### src/rtl/qbl_pkg.sv
package qbl_pkg;
   localparam int unsigned QBL_ADDR_W      = 64;
   localparam int unsigned QBL_ELEM_W      = 64;
   localparam int unsigned QBL_QUAD_W      = 128;
   localparam int unsigned QBL_PRED_W      = 16;
   localparam int unsigned QBL_ID_W        = 5;
   localparam int unsigned QBL_ALIGN_LOG2  = 4;
   localparam int unsigned QBL_VL_MIN      = 128;
   localparam int unsigned QBL_VL_MAX      = 2048;

   typedef enum logic [1:0] {
      QBL_IDLE = 2'd0,
      QBL_REQ  = 2'd1,
      QBL_WAIT = 2'd2
   } qbl_state_e;
endpackage

### src/rtl/qbl_addr_gen.sv
module qbl_addr_gen #(
   parameter int unsigned ADDR_W     = 64,
   parameter int unsigned SCALE_LOG2 = 3,
   parameter int unsigned ALIGN_LOG2 = 4,
   parameter int unsigned ID_W       = 5
) (
   input  logic [ADDR_W-1:0] base_val,
   input  logic [ADDR_W-1:0] index_val,
   input  logic              base_is_sp,
   input  logic [ID_W-1:0]   index_reg_id,
   output logic [ADDR_W-1:0] eff_addr,
   output logic              enc_bad,
   output logic              align_bad
);
   localparam logic [ID_W-1:0] RESERVED_ID = '1;

   initial begin
      if (ALIGN_LOG2 == 0 || ALIGN_LOG2 >= ADDR_W) $error("qbl_addr_gen: bad ALIGN_LOG2");
      if (SCALE_LOG2 >= ADDR_W) $error("qbl_addr_gen: bad SCALE_LOG2");
   end

   // Modulo 2^ADDR_W: the carry out of the adder is dropped.
   assign eff_addr  = base_val + (index_val << SCALE_LOG2);
   assign enc_bad   = (index_reg_id == RESERVED_ID);
   assign align_bad = base_is_sp && (base_val[ALIGN_LOG2-1:0] != '0);
endmodule

### src/rtl/qbl_fetch_seq.sv
module qbl_fetch_seq
   import qbl_pkg::*;
#(
   parameter int unsigned ADDR_W   = 64,
   parameter int unsigned ELEM_W   = 64,
   parameter int unsigned NUM_ELEM = 2
) (
   input  logic                       clk,
   input  logic                       rst_n,
   input  logic                       start,
   input  logic [ADDR_W-1:0]          eff_addr,
   input  logic                       enc_bad,
   input  logic                       align_bad,
   input  logic [NUM_ELEM-1:0]        elem_act,
   output logic                       mem_req_valid,
   input  logic                       mem_req_ready,
   output logic [ADDR_W-1:0]          mem_req_addr,
   input  logic                       mem_rsp_valid,
   input  logic [ELEM_W-1:0]          mem_rsp_data,
   input  logic                       mem_rsp_err,
   output logic [ELEM_W*NUM_ELEM-1:0] quad_out,
   output logic                       done,
   output logic                       error
);
   localparam int unsigned QUAD_W      = ELEM_W * NUM_ELEM;
   localparam int unsigned EIDX_W      = (NUM_ELEM > 1) ? $clog2(NUM_ELEM) : 1;
   localparam int unsigned BYTE_STRIDE = ELEM_W / 8;

   qbl_state_e            state_q;
   logic [EIDX_W-1:0]     elem_q;
   logic [NUM_ELEM-1:0]   act_q;
   logic [ADDR_W-1:0]     addr_q;
   logic [QUAD_W-1:0]     work_q;
   logic [QUAD_W-1:0]     work_nxt;
   logic [QUAD_W-1:0]     res_q;
   logic                  done_q;
   logic                  err_q;
   logic [EIDX_W-1:0]     first_idx;
   logic [EIDX_W-1:0]     next_idx;
   logic                  next_found;

   // Lowest active element at start, and next active element above the current one.
   always_comb begin
      first_idx  = '0;
      next_idx   = '0;
      next_found = 1'b0;
      for (int e = NUM_ELEM - 1; e >= 0; e--) begin
         if (elem_act[e]) first_idx = EIDX_W'(e);
         if (act_q[e] && (e > int'(elem_q))) begin
            next_idx   = EIDX_W'(e);
            next_found = 1'b1;
         end
      end
   end

   always_comb begin
      work_nxt = work_q;
      work_nxt[int'(elem_q)*ELEM_W +: ELEM_W] = mem_rsp_data;
   end

   assign mem_req_valid = (state_q == QBL_REQ);
   assign mem_req_addr  = addr_q + (ADDR_W'(elem_q) * ADDR_W'(BYTE_STRIDE));

   always_ff @(posedge clk) begin
      if (!rst_n) begin
         state_q <= QBL_IDLE;
         elem_q  <= '0;
         act_q   <= '0;
         addr_q  <= '0;
         work_q  <= '0;
         res_q   <= '0;
         done_q  <= 1'b0;
         err_q   <= 1'b0;
      end else begin
         done_q <= 1'b0;
         err_q  <= 1'b0;
         unique case (state_q)
            QBL_IDLE: begin
               if (start) begin
                  act_q  <= elem_act;
                  addr_q <= eff_addr;
                  work_q <= '0;
                  elem_q <= first_idx;
                  if (enc_bad || align_bad) begin
                     done_q <= 1'b1;
                     err_q  <= 1'b1;
                  end else if (elem_act == '0) begin
                     done_q <= 1'b1;
                     res_q  <= '0;
                  end else begin
                     state_q <= QBL_REQ;
                  end
               end
            end
            QBL_REQ: begin
               if (mem_req_ready) state_q <= QBL_WAIT;
            end
            QBL_WAIT: begin
               if (mem_rsp_valid) begin
                  if (mem_rsp_err) begin
                     done_q  <= 1'b1;
                     err_q   <= 1'b1;
                     state_q <= QBL_IDLE;
                  end else if (next_found) begin
                     work_q  <= work_nxt;
                     elem_q  <= next_idx;
                     state_q <= QBL_REQ;
                  end else begin
                     work_q  <= work_nxt;
                     res_q   <= work_nxt;
                     done_q  <= 1'b1;
                     state_q <= QBL_IDLE;
                  end
               end
            end
            default: state_q <= QBL_IDLE;
         endcase
      end
   end

   assign quad_out = res_q;
   assign done     = done_q;
   assign error    = err_q;

   AST_REQ_HOLD: assert property (@(posedge clk) disable iff (!rst_n)
      mem_req_valid && !mem_req_ready |=> mem_req_valid && $stable(mem_req_addr));
   AST_ERR_WITH_DONE: assert property (@(posedge clk) disable iff (!rst_n)
      error |-> done);
   AST_UNDEF_REJECT: assert property (@(posedge clk) disable iff (!rst_n)
      (state_q == QBL_IDLE) && start && enc_bad |=> done && error && !mem_req_valid);
   AST_ALIGN_REJECT: assert property (@(posedge clk) disable iff (!rst_n)
      (state_q == QBL_IDLE) && start && align_bad |=> done && error && !mem_req_valid);
   AST_ONLY_ACTIVE_REQ: assert property (@(posedge clk) disable iff (!rst_n)
      mem_req_valid |-> act_q[elem_q]);
   AST_RESULT_KEPT_ON_ERR: assert property (@(posedge clk) disable iff (!rst_n)
      done && error |-> $stable(quad_out));
endmodule

### src/rtl/qbl_tile.sv
module qbl_tile #(
   parameter int unsigned QUAD_W  = 128,
   parameter int unsigned VL_BITS = 512
) (
   input  logic [QUAD_W-1:0]  quad_in,
   output logic [VL_BITS-1:0] vec_out
);
   localparam int unsigned COPIES = VL_BITS / QUAD_W;

   for (genvar k = 0; k < COPIES; k++) begin : g_copy
      assign vec_out[k*QUAD_W +: QUAD_W] = quad_in;
   end
endmodule

### src/rtl/qbcast_load.sv
module qbcast_load
   import qbl_pkg::*;
#(
   parameter int unsigned VL_BITS = 512
) (
   input  logic                  clk,
   input  logic                  rst_n,
   input  logic                  start,
   input  logic [63:0]           base_val,
   input  logic                  base_is_sp,
   input  logic [63:0]           index_val,
   input  logic [4:0]            index_reg_id,
   input  logic [15:0]           pred_slice,
   output logic                  mem_req_valid,
   input  logic                  mem_req_ready,
   output logic [63:0]           mem_req_addr,
   input  logic                  mem_rsp_valid,
   input  logic [63:0]           mem_rsp_data,
   input  logic                  mem_rsp_err,
   output logic [VL_BITS-1:0]    vec_out,
   output logic                  done,
   output logic                  error
);
   localparam int unsigned NUM_ELEM    = QBL_QUAD_W / QBL_ELEM_W;
   localparam int unsigned PRED_STRIDE = QBL_ELEM_W / 8;
   localparam int unsigned SCALE_LOG2  = $clog2(QBL_ELEM_W / 8);

   if ((VL_BITS % QBL_QUAD_W) != 0 || VL_BITS < QBL_VL_MIN || VL_BITS > QBL_VL_MAX) begin : g_bad_vl
      initial $error("qbcast_load: VL_BITS must be a multiple of 128 in [128,2048]");
   end

   logic [QBL_ADDR_W-1:0]         eff_addr;
   logic                          enc_bad;
   logic                          align_bad;
   logic [NUM_ELEM-1:0]           elem_act;
   logic [QBL_QUAD_W-1:0]         quad;

   // One enable bit per element, taken at the element's byte-lane position.
   for (genvar e = 0; e < NUM_ELEM; e++) begin : g_act
      assign elem_act[e] = pred_slice[e*PRED_STRIDE];
   end

   qbl_addr_gen #(
      .ADDR_W     (QBL_ADDR_W),
      .SCALE_LOG2 (SCALE_LOG2),
      .ALIGN_LOG2 (QBL_ALIGN_LOG2),
      .ID_W       (QBL_ID_W)
   ) u_addr (
      .base_val     (base_val),
      .index_val    (index_val),
      .base_is_sp   (base_is_sp),
      .index_reg_id (index_reg_id),
      .eff_addr     (eff_addr),
      .enc_bad      (enc_bad),
      .align_bad    (align_bad)
   );

   qbl_fetch_seq #(
      .ADDR_W   (QBL_ADDR_W),
      .ELEM_W   (QBL_ELEM_W),
      .NUM_ELEM (NUM_ELEM)
   ) u_seq (
      .clk           (clk),
      .rst_n         (rst_n),
      .start         (start),
      .eff_addr      (eff_addr),
      .enc_bad       (enc_bad),
      .align_bad     (align_bad),
      .elem_act      (elem_act),
      .mem_req_valid (mem_req_valid),
      .mem_req_ready (mem_req_ready),
      .mem_req_addr  (mem_req_addr),
      .mem_rsp_valid (mem_rsp_valid),
      .mem_rsp_data  (mem_rsp_data),
      .mem_rsp_err   (mem_rsp_err),
      .quad_out      (quad),
      .done          (done),
      .error         (error)
   );

   qbl_tile #(
      .QUAD_W  (QBL_QUAD_W),
      .VL_BITS (VL_BITS)
   ) u_tile (
      .quad_in (quad),
      .vec_out (vec_out)
   );

   AST_DONE_AFTER_IDLE_START: assert property (@(posedge clk) disable iff (!rst_n)
      done |-> !mem_req_valid);
endmodule

### config.mk
export PLATFORM = sky130hd
export DESIGN_NAME = qbcast_load
export DESIGN_NICKNAME = d
export VERILOG_FILES = /design/src/rtl/qbl_pkg.sv /design/src/rtl/qbl_addr_gen.sv /design/src/rtl/qbl_fetch_seq.sv /design/src/rtl/qbl_tile.sv /design/src/rtl/qbcast_load.sv
export SDC_FILE = /design/constraint.sdc
export NUM_CORES = 1
export LEC_CHECK = 0
export BUFFER_PORTS_ARGS = -buffer_cell sky130_fd_sc_hd__buf_2
export CAP_MARGIN = 10
export CORE_AREA = 3 3 308 310
export CTS_BUF_LIST = sky130_fd_sc_hd__clkbuf_2 sky130_fd_sc_hd__clkbuf_4 sky130_fd_sc_hd__clkbuf_8
export CTS_CLUSTER_DIAMETER = 100
export CTS_CLUSTER_SIZE = 28
export DETAILED_ROUTE_END_ITERATION = 7
export DIE_AREA = 0 0 311 313
export HOLD_SLACK_MARGIN = 0.05
export PLACE_DENSITY_LB_ADDON = 0.25
export SLEW_MARGIN = 40
export SYNTH_ARGS = -nofsm -noshare
export SYNTH_HDL_FRONTEND = slang
export SYNTH_SLANG_ARGS = --single-unit
export TNS_END_PERCENT = 100
### constraint.sdc
create_clock -name clk -period 2.5 [get_ports clk]
set_clock_uncertainty 0.1 [all_clocks]
set_input_delay 0 -clock clk [delete_from_list [all_inputs] [get_ports clk]]
set_output_delay 0 -clock clk [all_outputs]
set_load 0.05 [all_outputs]
==> results by group, run 1 <==
Cells and area
  – # fillers: between 9000 and 10000
  – Final net count: 3856
  – Share of layout cells above drive strength 1: 0.360
  – Commonest non-fill, non-tap cell in the layout: buf_2
  – Synthesis-to-layout area growth: 41.9%
  – Core Util, Final: 0.322
  – Most frequent cells in the layout: buf_2, nand2_1, a21oi_1

Critical path
  – Critical-path top delay cell: or3_4
  – R2R Path End: u_seq.quad_out[114]
  – Crit path arrival time: between 3 and 4 ns
  – Worst Reg-to-Reg Cells: 7
  – Req. time, crit path: 2.40 ns
  – Reg-to-reg critical path startpoint: u_seq.elem_q
  – Worst setup EP type: primary output
  – Worst path max stage delay: ~0.37 ns
  – Worst path most repeated cell: nand3_4
  – Crit path launch type: register
  – Worst path cell trace: and4_1 > and3_4 > nand3_4 > or3_4 > nor2_4 > nand3_4 > nor3_4 > buf_6 > nand4_1 > xnor2_4 > buf_12
  – Crit path kind: reg -> out
  – Largest fanout on the critical path: 3
  – R2R Setup Slk: around 0.15 ns

Global route
  – Total congestion overflow: 0
  – First-pass GRT wire length: approximately 120000 microns
  – Initial antenna violation count: 9
  – Vias in the first global route: roughly 20000
  – Largest net degree at the start of global routing: 80
  – GRT Overall Usage: 0.162

Yosys
  – Synthesized area: 0.0209 sq mm
  – Yosys top cell by area: dfxtp_1
  – Synth async-reset ratio: 0
  – Synth area leaders: dfxtp_1, buf_4, nand2_1, a21oi_1, mux2i_1
  – Main synth FF type: dfxtp_1
  – Sequential fraction of the synthesis area: 0.313
  – Post-Syn Area per Cell: between 7 and 8 sq um
  – Mapped Cells: 2809
  – Post-synth top area share: 0.313
  – Synth warn: 0
  – Cell variety after synth: 84
  – Post-synth EDFFs: 0
  – Post-synth net total: ~3000
  – Seq cells post-synth: ~330

Timing
  – Fin. max-slew vios: 0
  – Tightest Pin Transition: 0.832 ns
  – Hold slack: about 0.091 ns
  – Unrepaired setup endpoints after global routing: yes
  – Final setup fails: 47
  – Fmax: between 300 and 400 MHz
  – Relative slew slack: 0.445
  – Final worst path period share: 1.30
  – Setup ws final: -0.752 ns
  – Hold Violations, Final: 0
  – Post-route minimum period: ~3.3 ns

Hold path
  – Hold wc startpoint: index_val[16]
  – Worst hold path class: in -> reg
  – Hold Crit Endpoint: u_seq.addr_q[19]
  – Worst Hold Path Cells: 5

Drt
  – Antenna viol nets, final: 0
  – Highest metal used: met5
  – DR WL met3: 4860 microns
  – WL/cell: approximately 18 microns
  – Detailed Route WL: 85300 microns
  – Metal-1 WL: 35900 microns
  – Drt drc: 0
  – DRT Pass-1 Iters: 7
  – Met2 WL post-DR: roughly 42000 microns
  – Vias after detailed routing: between 20000 and 25000
  – Initial DRC Count: about 1200
  – Via density: between 4 and 5

Clock network
  – # clock sinks: between 300 and 400
  – Worst-skew pair later-pin latency: roughly 0.66 ns
  – Clk buf depth: 3
  – H-tree level count: 1
  – Inserted Clock Buffers: 21
  – Clk root buf: clkbuf_8
  – Clock transition at path regs: approximately 0.13 ns
  – CTS tree: built

Pwr
  – Worst vdd ir: ~0.00038 V
  – Power per Cell Area: around 430 mW/mm^2
  – Leak Pwr: between 0.01 and 0.015 uW

Floorplan
  – Die W: approximately 310 microns
  – Core area: 0.0919 sq mm
  – Starting Density: 0.227
  – Top Ports: roughly 800
  – Row cnt: around 110
  – Die height: about 310 microns
  – Die ar.: 0.0973 sq mm

Placed design
  – Post-DP HPWL: 63800 microns
  – PortBufs: between 700 and 800
  – RD Place Congestion: slightly below 0.9

Job
  – Max-cap violations: 0

Status
  – Outcome: finished, violations left
  – Violated checks: setup timing
[cells in the mapped netlist (all sizes together) (23+ instances only)]
cell / count
xnor2: 75
dfxtp: 326
inv: 25
nand2: 672
a21oi: 371
buf: 425
nand3: 49
ha: 62
nor3: 25
mux2i: 135
nor2: 199
clkbuf: 129
o21ai: 58
nand4: 40
xor2: 23
[kinds of logic (layout without fill, tap and decap cells)]
family,after synthesis,after routing,synth area share
simple gates,1057,1057,0.214
buf+inv,580,1354,0.178
compound gates,550,550,0.152
flops,326,326,0.313
mux,135,135,0.0648
xor+xnor,98,98,0.0411
fa+ha+maj,63,63,0.0381
other cells,0,4,0
[metal layers]
layer  GRT usage  up-vias
li1            -    10539
met1       0.198     9915
met2       0.292      676
met3      0.0312       88
met4      0.0368        6
met5           0        -
[repair_timing]
action                                 4_1_cts  5_1_grt
cloned                                       0        0
setup buffers                                2       24
hold buffers                               220        3
endpoints found under the hold margin      326        3
resized for setup                          116      155
pin swaps                                   21       56
setup endpoints to repair                   51       81
[worst max-delay path: cells and delay by family (launching register included)]
kind	cells	cell delay, ns
flops	1	0.34
xor+xnor	1	0.33
simple gates	8	1.49
buf+inv	2	0.33
[final cells by class]
type | instances | area, sq um | area share
inverters | 25 | 101 | 0.00342
well taps | 1243 | 1560 | 0.0526
flip-flops and latches | 326 | 6540 | 0.221
repair buffers | 1296 | 9130 | 0.308
diodes | 4 | 10.0 | 0.000338
clock buffers | 21 | 289 | 0.00977
clock inverters | 12 | 145 | 0.00490
multi-input cells | 1903 | 11800 | 0.400
[flip-flops by register name (all words and copies together), names as in the netlist]
name	cells
u_seq.error	1
u_seq.act_q	1
u_seq.done	1
u_seq.elem_q	1
u_seq.quad_out	128
u_seq.addr_q	64
u_seq.work_q	128
u_seq.state_q	2
[metrics by stage]
step / setup TNS, ns / setup WS [ns] / power [uW] / cell area, sq um / std cells
after CTS: -31.74 / -0.897 / 12900 / 28700 / 4806
after global routing: -32.71 / -0.910 / 13500 / 29600 / 4829
after floorplan: -0.402 / -0.116 / 7700 / 21200 / 2809
after global placement: -10.12 / -0.476 / 9310 / 25600 / 4550
final: -24.75 / -0.752 / 12900 / 29600 / 4830
after detailed placement: -10.61 / -0.475 / 9300 / 25600 / 4551
[worst max path at each step]
stage                      from               end  slack (ns)  cells after the start
6_report       u_seq.addr_q[14]  mem_req_addr[58]       -0.75                     11
5_1_grt        u_seq.addr_q[17]  mem_req_addr[58]       -0.91                     11
4_1_cts        u_seq.addr_q[14]  mem_req_addr[57]       -0.90                     12
3_5_place_dp        base_val[3]  u_seq.addr_q[57]       -0.47                     13
3_3_place_gp        base_val[3]  u_seq.addr_q[57]       -0.48                     13
2_1_floorplan  u_seq.addr_q[14]  mem_req_addr[50]       -0.12                     10
[report_power, final]
part           total [uW]  leakage, uW  switching (uW)  internal [uW]
logic                4390       0.0103            2440           1950
clock network        3010     0.000224            2110            893
registers            5460      0.00264             128           5330
Note: power is estimated with default switching activity, not from simulation.
==> run 2: changes to the inputs <==
--- a/config.mk
+++ b/config.mk
@@ -14,6 +14,7 @@
 export DETAILED_ROUTE_END_ITERATION = 7
 export DIE_AREA = 0 0 311 313
 export HOLD_SLACK_MARGIN = 0.05
+export MAX_ROUTING_LAYER = met4
 export PLACE_DENSITY_LB_ADDON = 0.25
 export SLEW_MARGIN = 40
 export SYNTH_ARGS = -nofsm -noshare
==> run 2 against run 1 <==
Against the previous run:
- the run still ends with setup timing left
- sequential cell count unchanged
- cell count up 0.27%
- global-route usage up 0.79 points
- sequential share of layout area down 0.12 points
- hold slack worse by 0.028 ns
- clock-buffer cell count up 3
- combinational power about the same
- utilization up 0.17 points
- worst setup slack worse by 0.074 ns
- register-to-register slack better by 0.04 ns
==> results by group, run 2 (same netlist as run 1, synthesis figures left out) <==
Critical path
  – Critical-path top delay cell: dfxtp_2
  – R2R Setup Slk: around 0.19 ns
  – Buffers & Inverters on Critical Path: 3
  – Crit path arrival time: approximately 3.2 ns
  – Crit path kind: reg -> out
  – Reg-to-reg critical path startpoint: u_seq.elem_q
  – Worst path cell trace: and4_4 > and3_4 > nand3_4 > or3_4 > buf_6 > nor2_4 > nand3_4 > nor3_4 > buf_6 > nand4_1 > xnor2_2 > buf_6
  – Req. time, crit path: roughly 2.4 ns
  – Worst setup EP type: primary output
  – End point of the critical path: mem_req_addr[63]
  – Worst path max stage delay: 0.36 ns
  – Worst path most repeated cell: buf_6
  – Number of cells on the critical path: 12
  – R2R Path End: u_seq.quad_out[27]
  – Crit path launch type: register
  – Worst Reg-to-Reg Cells: 6
  – CP top delay family: simple AND/OR/NAND/NOR gates
  – Largest fanout on the critical path: 7
  – Worst Setup SP: u_seq.addr_q[14]

Drt
  – Initial DRC Count: approximately 1400
  – Detailed Route WL: about 86000 microns
  – DRT Pass-1 Iters: 5
  – Drt drc: 0
  – Antenna viol nets, final: 0
  – Via density: 4.42
  – Vias after detailed routing: ~21000
  – WL/cell: around 18 microns

Floorplan
  – Core area: between 0.09 and 0.1 sq mm
  – Die height: around 310 microns
  – Die W: around 310 microns
  – Starting Density: 0.227
  – Row cnt: 111
  – Die ar.: 0.0973 sq mm
  – Top Ports: 799

Timing
  – Unrepaired setup endpoints after global routing: yes
  – Hold slack: around 0.063 ns
  – Fin. max-slew vios: 0
  – Tightest Pin Transition: between 0.9 and 1 ns
  – Final setup fails: 50
  – Relative slew slack: 0.359
  – Hold Violations, Final: 0
  – Setup ws final: -0.826 ns
  – Final worst path period share: 1.33
  – Post-route minimum period: about 3.3 ns
  – Setup TNS: -27.48 ns
  – Fmax: around 300 MHz

Pwr
  – Worst vdd ir: around 0.0003 V
  – Leak Pwr: roughly 0.013 uW
  – Tot Pwr: 13400 uW
  – Power per Cell Area: between 400 and 500 mW/mm^2

Placed design
  – Post-DP HPWL: between 60000 and 70000 microns
  – PortBufs: 781
  – Setup Slack @ Placement: -0.546 ns
  – RD Place Congestion: approximately 0.89

Clock network
  – H-tree level count: 1
  – CTS tree: built
  – Clk root buf: clkbuf_8
  – Inserted Clock Buffers: 22
  – # clock sinks: around 330
  – Clk buf depth: 3
  – Clock transition at path regs: about 0.15 ns
  – Worst-skew pair later-pin latency: approximately 0.67 ns

Cells and area
  – Synthesis-to-layout area growth: 42.6%
  – Share of layout cells above drive strength 1: 0.359
  – Final net count: roughly 3900
  – Commonest non-fill, non-tap cell in the layout: buf_2
  – Most frequent cells in the layout: buf_2, nand2_1, a21oi_1

Global route
  – Total congestion overflow: 0
  – Largest net degree at the start of global routing: 166
  – Initial antenna violation count: 10
  – GRT Overall Usage: 0.170
  – Vias in the first global route: 20462
  – First-pass GRT wire length: 127000 microns

Job
  – Max-cap violations: 0

Status
  – Violated checks: setup timing
  – Outcome: finished, violations left

Hold path
  – Worst hold path class: in -> reg
-- run 2: how the worst min path moves through the flow --
stage                 startpoint                to  slack [ns]  cells past startpoint
global placement     base_val[2]   u_seq.addr_q[2]        0.17                      3
floorplan                  start       u_seq.error        0.03                      2
global route        index_val[8]  u_seq.addr_q[13]        0.06                      6
detailed placement   base_val[2]   u_seq.addr_q[2]        0.17                      3
finish              index_val[8]  u_seq.addr_q[13]        0.06                      6
CTS                 base_val[53]  u_seq.addr_q[62]        0.05                      7
-- run 2: worst min-delay path, cell delays in order --
cell and delay (ns):
buf_2 0.10, ha_1 0.21, buf_4 0.15, o21ai_2 0.15, buf_4 0.10, a211o_1 0.10
-- run 2: report_power, final --
part           internal [uW]  total (uW)  leakage (uW)  switching [uW]
logic                   1990        4420        0.0104            2440
registers               5330        5480       0.00264             142
clock network           1260        3510      0.000286            2250
total                   8570       13400        0.0133            4840
-- run 2: routing by layer --
layer  wire length, microns  vias to the layer above  track usage
met4                   2150                        0       0.0438
met5                      0                        -            -
met3                   4900                       95       0.0280
met2                  42400                      660        0.292
met1                  36500                    10092        0.206
li1                       -                    10568            -
-- run 2: layout make-up --
cell class / instances / area (sq um)
Fill cell: 9888 / 62200
Multi-Input combinational cell: 1903 / 11800
Timing Repair Buffer: 1301 / 9140
Sequential cell: 326 / 6540
Tap cell: 1243 / 1560
Clock buffer: 24 / 330
Clock inverter: 13 / 249
Inverter: 25 / 101
Antenna cell: 8 / 20.0
-- run 2: per-stage QoR --
step | instance area, sq um | instances | util
after floorplan | 21200 | 2809 | -
after global placement | 25600 | 4554 | 0.278
after detailed placement | 25600 | 4554 | 0.278
after CTS | 28900 | 4821 | 0.314
after global routing | 29800 | 4843 | 0.324
final | 29800 | 4843 | 0.324
-- run 2: what timing repair did --
action / CTS / global route
buffers inserted: 9 / 22
hold buffers: 221 / 4
resized for setup: 103 / 157
endpoints found under the setup margin: 51 / 78
hold endpoints to repair: 326 / 4
pin swaps: 16 / 43
